[src/rtl/baud_tick_pkg.sv]
package baud_tick_pkg;

  // Strobes from the control section to the divider datapath
  typedef struct packed {
    logic countEn;   // advance the cycle counter this edge
    logic wrap;      // counter at limit: clear it and reload the divisor
  } divCtrl_t;

  // Clamp a requested divisor so that 0 and 1 both mean "every cycle"
  function automatic logic [15:0] effDivisor(input logic [15:0] req);
    return (req < 16'd2) ? 16'd1 : req;
  endfunction

endpackage

[src/rtl/baud_div_datapath.sv]
module baud_div_datapath
  import baud_tick_pkg::*;
#(
  parameter int DIV_W = 16
) (
  input  logic             clk,
  input  logic             rst,
  input  logic [DIV_W-1:0] divisor,
  input  divCtrl_t         ctrl,
  output logic             atLimit
);

  localparam logic [DIV_W-1:0] ONE = {{(DIV_W-1){1'b0}}, 1'b1};

  logic [DIV_W-1:0] cycleCount;
  logic [DIV_W-1:0] activeDiv;
  logic [DIV_W-1:0] sanitized;

  // Values 0 and 1 both give an effective divisor of 1
  always_comb begin
    sanitized = (divisor < (ONE + ONE)) ? ONE : divisor;
  end

  // activeDiv only reloads at a period boundary, so a mid-period
  // divisor change cannot corrupt the count in progress
  always_ff @(posedge clk) begin
    if (rst) begin
      cycleCount <= '0;
      activeDiv  <= sanitized;
    end else if (ctrl.wrap) begin
      cycleCount <= '0;
      activeDiv  <= sanitized;
    end else if (ctrl.countEn) begin
      cycleCount <= cycleCount + ONE;
    end
  end

  // Last count of the period is activeDiv-1
  always_comb begin
    atLimit = (cycleCount == (activeDiv - ONE));
  end

endmodule

[src/rtl/baud_phase_ctrl.sv]
module baud_phase_ctrl
  import baud_tick_pkg::*;
#(
  parameter int OVS_RATE = 16,
  parameter int PHASE_W  = $clog2(OVS_RATE)
) (
  input  logic               clk,
  input  logic               rst,
  input  logic               en,
  input  logic               atLimit,
  output divCtrl_t           ctrl,
  output logic               ovsTick,
  output logic               bitTick,
  output logic [PHASE_W-1:0] phase
);

  localparam logic [PHASE_W-1:0] LAST_PHASE = PHASE_W'(OVS_RATE - 1);

  logic [PHASE_W-1:0] phaseReg;
  logic               ovsReg;
  logic               bitReg;
  logic               wrapNow;

  always_comb begin
    wrapNow      = en && atLimit;
    ctrl.countEn = en;
    ctrl.wrap    = wrapNow;
  end

  always_ff @(posedge clk) begin
    if (rst) begin
      phaseReg <= '0;
      ovsReg   <= 1'b0;
      bitReg   <= 1'b0;
    end else begin
      ovsReg <= wrapNow;
      bitReg <= wrapNow && (phaseReg == LAST_PHASE);
      if (wrapNow) begin
        phaseReg <= (phaseReg == LAST_PHASE) ? '0 : phaseReg + 1'b1;
      end
    end
  end

  assign ovsTick = ovsReg;
  assign bitTick = bitReg;
  assign phase   = phaseReg;

endmodule

[src/rtl/baud_tick_gen.sv]
module baud_tick_gen
  import baud_tick_pkg::*;
#(
  parameter int DIV_W    = 16,
  parameter int OVS_RATE = 16,
  parameter int PHASE_W  = $clog2(OVS_RATE)
) (
  input  logic               clk,
  input  logic               rst,
  input  logic               en,
  input  logic [DIV_W-1:0]   divisor,
  output logic               ovsTick,
  output logic               bitTick,
  output logic [PHASE_W-1:0] phase
);

  divCtrl_t ctrlBus;
  logic     atLimit;

  baud_div_datapath #(.DIV_W(DIV_W)) datapath_i (
    .clk     (clk),
    .rst     (rst),
    .divisor (divisor),
    .ctrl    (ctrlBus),
    .atLimit (atLimit)
  );

  baud_phase_ctrl #(.OVS_RATE(OVS_RATE), .PHASE_W(PHASE_W)) control_i (
    .clk     (clk),
    .rst     (rst),
    .en      (en),
    .atLimit (atLimit),
    .ctrl    (ctrlBus),
    .ovsTick (ovsTick),
    .bitTick (bitTick),
    .phase   (phase)
  );

endmodule

[config.mk]
export PLATFORM = sky130hd
export DESIGN_NAME = baud_tick_gen
export DESIGN_NICKNAME = d
export VERILOG_FILES = /design/src/rtl/baud_tick_pkg.sv /design/src/rtl/baud_div_datapath.sv /design/src/rtl/baud_phase_ctrl.sv /design/src/rtl/baud_tick_gen.sv
export SDC_FILE = /design/constraint.sdc
export NUM_CORES = 1
export LEC_CHECK = 0
export CAP_MARGIN = 20
export CORE_MARGIN = 1
export CORE_UTILIZATION = 56
export DETAILED_ROUTE_END_ITERATION = 6
export HOLD_SLACK_MARGIN = 0.15
export PLACE_DENSITY = 0.78
export SLEW_MARGIN = 20
export SYNTH_ARGS = -nofsm -noshare
export SYNTH_HDL_FRONTEND = slang
export SYNTH_SLANG_ARGS = --single-unit
[constraint.sdc]
create_clock -name clk -period 3.8 [get_ports clk]
set_clock_uncertainty 0.05 [all_clocks]
set_input_delay 0.95 -clock clk [delete_from_list [all_inputs] [get_ports clk]]
set_output_delay 0.95 -clock clk [all_outputs]
set_load 0.01 [all_outputs]
# ---- Word level (Yosys, flattened, before mapping)
# Index checks and enable logic that the tools add are counted.
dict set report classes {
  add_sub_neg 3
  n_shift 0
  mul 0
  n_div 0
  n_eq_ne 2
  n_reduce_logical 4
  n_bitwise 0
  order_cmp 1
  muxes 4
}
# operator n
set ops {}
lappend ops {{$mux W16} 3}
lappend ops {{$add A16 B1 Y16 const B} 1}
lappend ops {{$eq A16 B16 Y1} 1}
lappend ops {{$lt A16 B2 Y1 const B} 1}
lappend ops {{$sub A16 B1 Y16 const B} 1}
lappend ops {{$add A4 B1 Y4 const B} 1}
lappend ops {{$eq A4 B4 Y1 const B} 1}
lappend ops {{$mux W4} 1}
lappend ops {{$logic_and A1 B1 Y1} 2}
lappend ops {{$reduce_bool A2 Y1} 1}
lappend ops {{$reduce_or A2 Y1} 1}
dict set report word_totals {
  register_bits 38
  n_memories 0
  input_bits 19
  output_inout_bits 6
  romBits 0
  ramBits 0
  latch_bits 0
}

# ---- Longest topological paths before layout
dict set report logic_depth {
  depth_word 5
  ltp_mapped 13
}

# ---- Modules after synthesis
# From an unflattened synthesis, not the netlist that was laid out.
dict set report hier_totals {
  cells_unflattened 233
  area_unflattened_um2 2155.8
}
# mod area_each_um2 n_inst seq_area_each_um2 cells_per_inst
set by_module_without_submodules {}
lappend by_module_without_submodules {baud_div_datapath 1903.1 1 800.8 204}
lappend by_module_without_submodules {baud_phase_ctrl 252.7 1 120.1 29}

# ---- Least setup slack after synthesis
# Ideal clock, no wire load.
dict set report synth_path {
  path_type {flip-flop to flip-flop}
  startpoint {register datapath_i.activeDiv[0]}
  endpoint {register datapath_i.activeDiv[0] (enable)}
  setup_ns 0.311
  period_less_slack_ns 3.043
  path_slack_ns 0.757
  path_stages_with_launch 13
  required_ns 3.439
  n_path_buf 4
  t_arrival_ns 2.682
  path_cell_list {edfxtp_1 clkbuf_1 inv_1 ha_1 or4b_1 buf_2 nor4_1 mux2i_1 o2bb2ai_1 nor4_2 a31o_2 buf_4 buf_6}
}
dict set report synth_via {
  elab_chain_len 4
}
# item line
set synth_rtl {}
lappend synth_rtl {{start, declared} baud_div_datapath.sv:16} ;# logic [DIV_W-1:0] activeDiv;
lappend synth_rtl {{start signal, assigned} baud_div_datapath.sv:29} ;# activeDiv <= sanitized;
lappend synth_rtl {{start signal, assigned} baud_div_datapath.sv:32} ;# activeDiv <= sanitized;
lappend synth_rtl {{$sub A16 B1 Y16} baud_div_datapath.sv:40} ;# atLimit = (cycleCount == (activeDiv - ONE));
lappend synth_rtl {{$eq A16 B16 Y1} baud_div_datapath.sv:40}
lappend synth_rtl {{$logic_and A1 B1 Y1} baud_phase_ctrl.sv:25} ;# wrapNow = en && atLimit;
lappend synth_rtl {{$reduce_bool A2 Y1 (no source line)} n/a}
# Every way passes these cells.
# A chain may end at the register's enable or synchronous reset.

# ---- Worst setup path in the final report
dict set report layout_path {
  startpoint {register datapath_i.activeDiv[0]}
  endpoint {register datapath_i.activeDiv[8] (enable)}
}
# The elaborated chain is that of the path after synthesis.

==> flow_summary.json <==
{
  "status": "finished clean",
  "clk_latency_ps": 280,
  "antenna_found_initial": 0,
  "hp-class": "reg2reg",
  "viasPerCell": 5.686,
  "timing.setup.critical_path_class": "reg2reg",
  "die_h_um": 65.12,
  "drive_gt1_frac": 0.07171,
  "syn_area_um2": 2231,
  "synth_flop_cell": "dfxtp_1",
  "seq_area_um2": 920.9,
  "timing.fmax_ghz": 0.3011,
  "finalCriticalPeriod_ps": 3321,
  "max_cap_viol_count": 0,
  "crit_arrival_ps": 3250,
  "die-area_um2": 4240,
  "gp_congestion": 0.8720,
  "multi_input_area_um2": 1172,
  "syn-num-nets": 264,
  "place_hpwl_mm": 3.063,
  "ir_drop_mv": 0.1929,
  "ys_top_cells_by_area": "edfxtp_1 (22%), dfxtp_1 (20%), xor2_1 (7.1%), nor2_1 (5.6%), xnor2_1 (5.5%)",
  "diodes": 0,
  "relSlewSlack": 0.6100,
  "nets": 272,
  "grt_first_pass_wirelength_mm": 7.031,
  "critPathLaunchType": "register",
  "path_cells": "inv_1 -> ha_1 -> or4b_1 -> nor4_1 -> mux2i_1 -> o2bb2ai_1 -> nor4_2 -> a31o_2 -> buf_4",
  "crit_slowest_cell": "or4b_1",
  "instances_no_fill": 299,
  "synth_seq_cells": 38,
  "cp_max_fo": 16,
  "rsz0062_at_grt": "false",
  "fin_area_um2": 2516,
  "gr-total-overflow": 0,
  "tns_ps": 0,
  "synth_top_cell_area_share": 0.2154,
  "postCtsSetupBuffers": 0,
  "synth_edf_count": 16,
  "grt_max_degree": 17,
  "yosysMostFrequentCell": "nor2_1",
  "placed_area_um2": 2431,
  "initial_core_util": 0.5959,
  "wire_per_inst_um": 13.69,
  "clock_sinks": 38,
  "place_inst": 291,
  "core_area_um2": 3744,
  "yosysTopAreaCell": "edfxtp_1",
  "cts_resized": 0,
  "cts_buffer_depth": 2,
  "max_stage_delay_ps": 620,
  "route.vias.total": 1700,
  "root_buffer": "clkbuf_8",
  "portBuffers": 24,
  "drcViolationCount": 0,
  "drtIter0Drc": 87,
  "die_w_um": 65.12,
  "dr.pass1.iters": 4,
  "fin_crit_sh": 0.8739,
  "avgSynthCellArea_um2": 9.219,
  "numCtsBuffers": 5,
  "synthCells": 242,
  "num_rows": 22,
  "htreeDepth": 2,
  "ant_nets": 0,
  "final_util": 0.6721,
  "leakagePower_nw": 0.8845,
  "finalSetupViolations": 0,
  "area_growth_pct": 12.79,
  "grt_usage": 0.2195,
  "tightest_slew_ps": 576.9,
  "worstSetupEndpointType": "register",
  "ios": 25,
  "yosysSeqAreaShare": 0.4128,
  "power_mw": 0.8243,
  "async_reset_ff_frac": 0,
  "final-hold-violation-count": 0,
  "cts_tree": "yes",
  "nFillCells": 327,
  "cts_hold_buf": 0,
  "ys_top_cells_by_count": "nor2_1 (33), dfxtp_1 (22), clkbuf_1 (20)",
  "p_per_area_nw_per_um2": 327.6,
  "yosysWarnings": 0,
  "clk_pin_slew_ps": 70,
  "required_ps": 3730,
  "slew_violations": 0,
  "ys_types": 52,
  "drt-total-wl_mm": 4.093,
  "grt_pass1_vias": 1575
}
[metrics by stage]
stage / setup slack [ps] / hold WS, ps
after floorplan: 757.3 / 448.4
after global placement: 486.1 / 463.7
after detailed placement: 412.6 / 470.1
after CTS: 517.0 / 483.5
after global routing: 277.0 / 507.7
final: 479.1 / 474.8
[worst max-delay path: cells and delay by family, from the launching register on]
kind | cells | cell delay, ps
AOI/OAI and AO/OA | 2 | 390
adders and majority gates | 1 | 240
buffers and inverters | 2 | 320
DFF | 1 | 520
muxes | 1 | 160
and+or+nand+nor | 3 | 1320
[path summary, 6_finish.rpt]
kind              slack [ps]  cells past startpoint                    start                 endpoint
hold / removal           470                      2       control_i.phase[1]       control_i.phase[3]
setup reg to reg         480                      9  datapath_i.activeDiv[0]  datapath_i.activeDiv[8]
setup / recovery         480                      9  datapath_i.activeDiv[0]  datapath_i.activeDiv[8]
hold reg to reg          470                      2       control_i.phase[1]       control_i.phase[3]
[logic make-up (layout without fill, tap and decap cells)]
logic type | Yosys count | count (layout) | synth area share
simple gates | 108 | 108 | 0.2709
xor+xnor | 32 | 32 | 0.1256
compound gates | 22 | 22 | 0.07572
flops | 38 | 38 | 0.4128
buf+inv | 31 | 40 | 0.06169
fa+ha+maj | 3 | 3 | 0.01683
mux | 8 | 8 | 0.03646
[layer usage]
metal / wire length, um / global-route usage
met2: 1940 / 0.3685
met1: 1892 / 0.2803
met5: 0 / 0
met3: 164 / 0.03125
met4: 96 / 0.09783
[cell usage in the layout, fill, tap and decap left out, types with 4 or more instances in the layout]
cell and count:
a21oi_1 4, clkbuf_8 5, clkdlybuf4s50_1 24, dfxtp_1 22, edfxtp_1 16, inv_1 6, mux2i_1 7, nand2_1 14
nand2b_1 5, nand3_1 8, nand4_1 10, nor2_1 33, nor3_1 7, nor4_1 6, xnor2_1 14, xor2_1 18
[final cells by class]
| type | instances | share of cell area |
|---|---|---|
| Multi-Input combinational cell | 173 | 0.4659 |
| Sequential cell | 38 | 0.3660 |
| Timing Repair Buffer | 26 | 0.1014 |
| Clock inverter | 3 | 0.006464 |
| Inverter | 6 | 0.008951 |
| Clock buffer | 5 | 0.02735 |
| Tap cell | 48 | 0.02387 |
[flip-flops by register name, indices dropped and copies added, names as in the netlist]
| signal | cells |
|---|---|
| datapath_i.activeDiv | 16 |
| datapath_i.cycleCount | 16 |
| control_i.phase | 4 |
| control_i.bitTick | 1 |
| control_i.ovsTick | 1 |
[report_power, final]
group          internal, mW  switching, mW
Sequential            0.443         0.0260
Combinational        0.0483         0.0439
Clock                 0.125          0.137
Power figures use the tool's default switching activity.
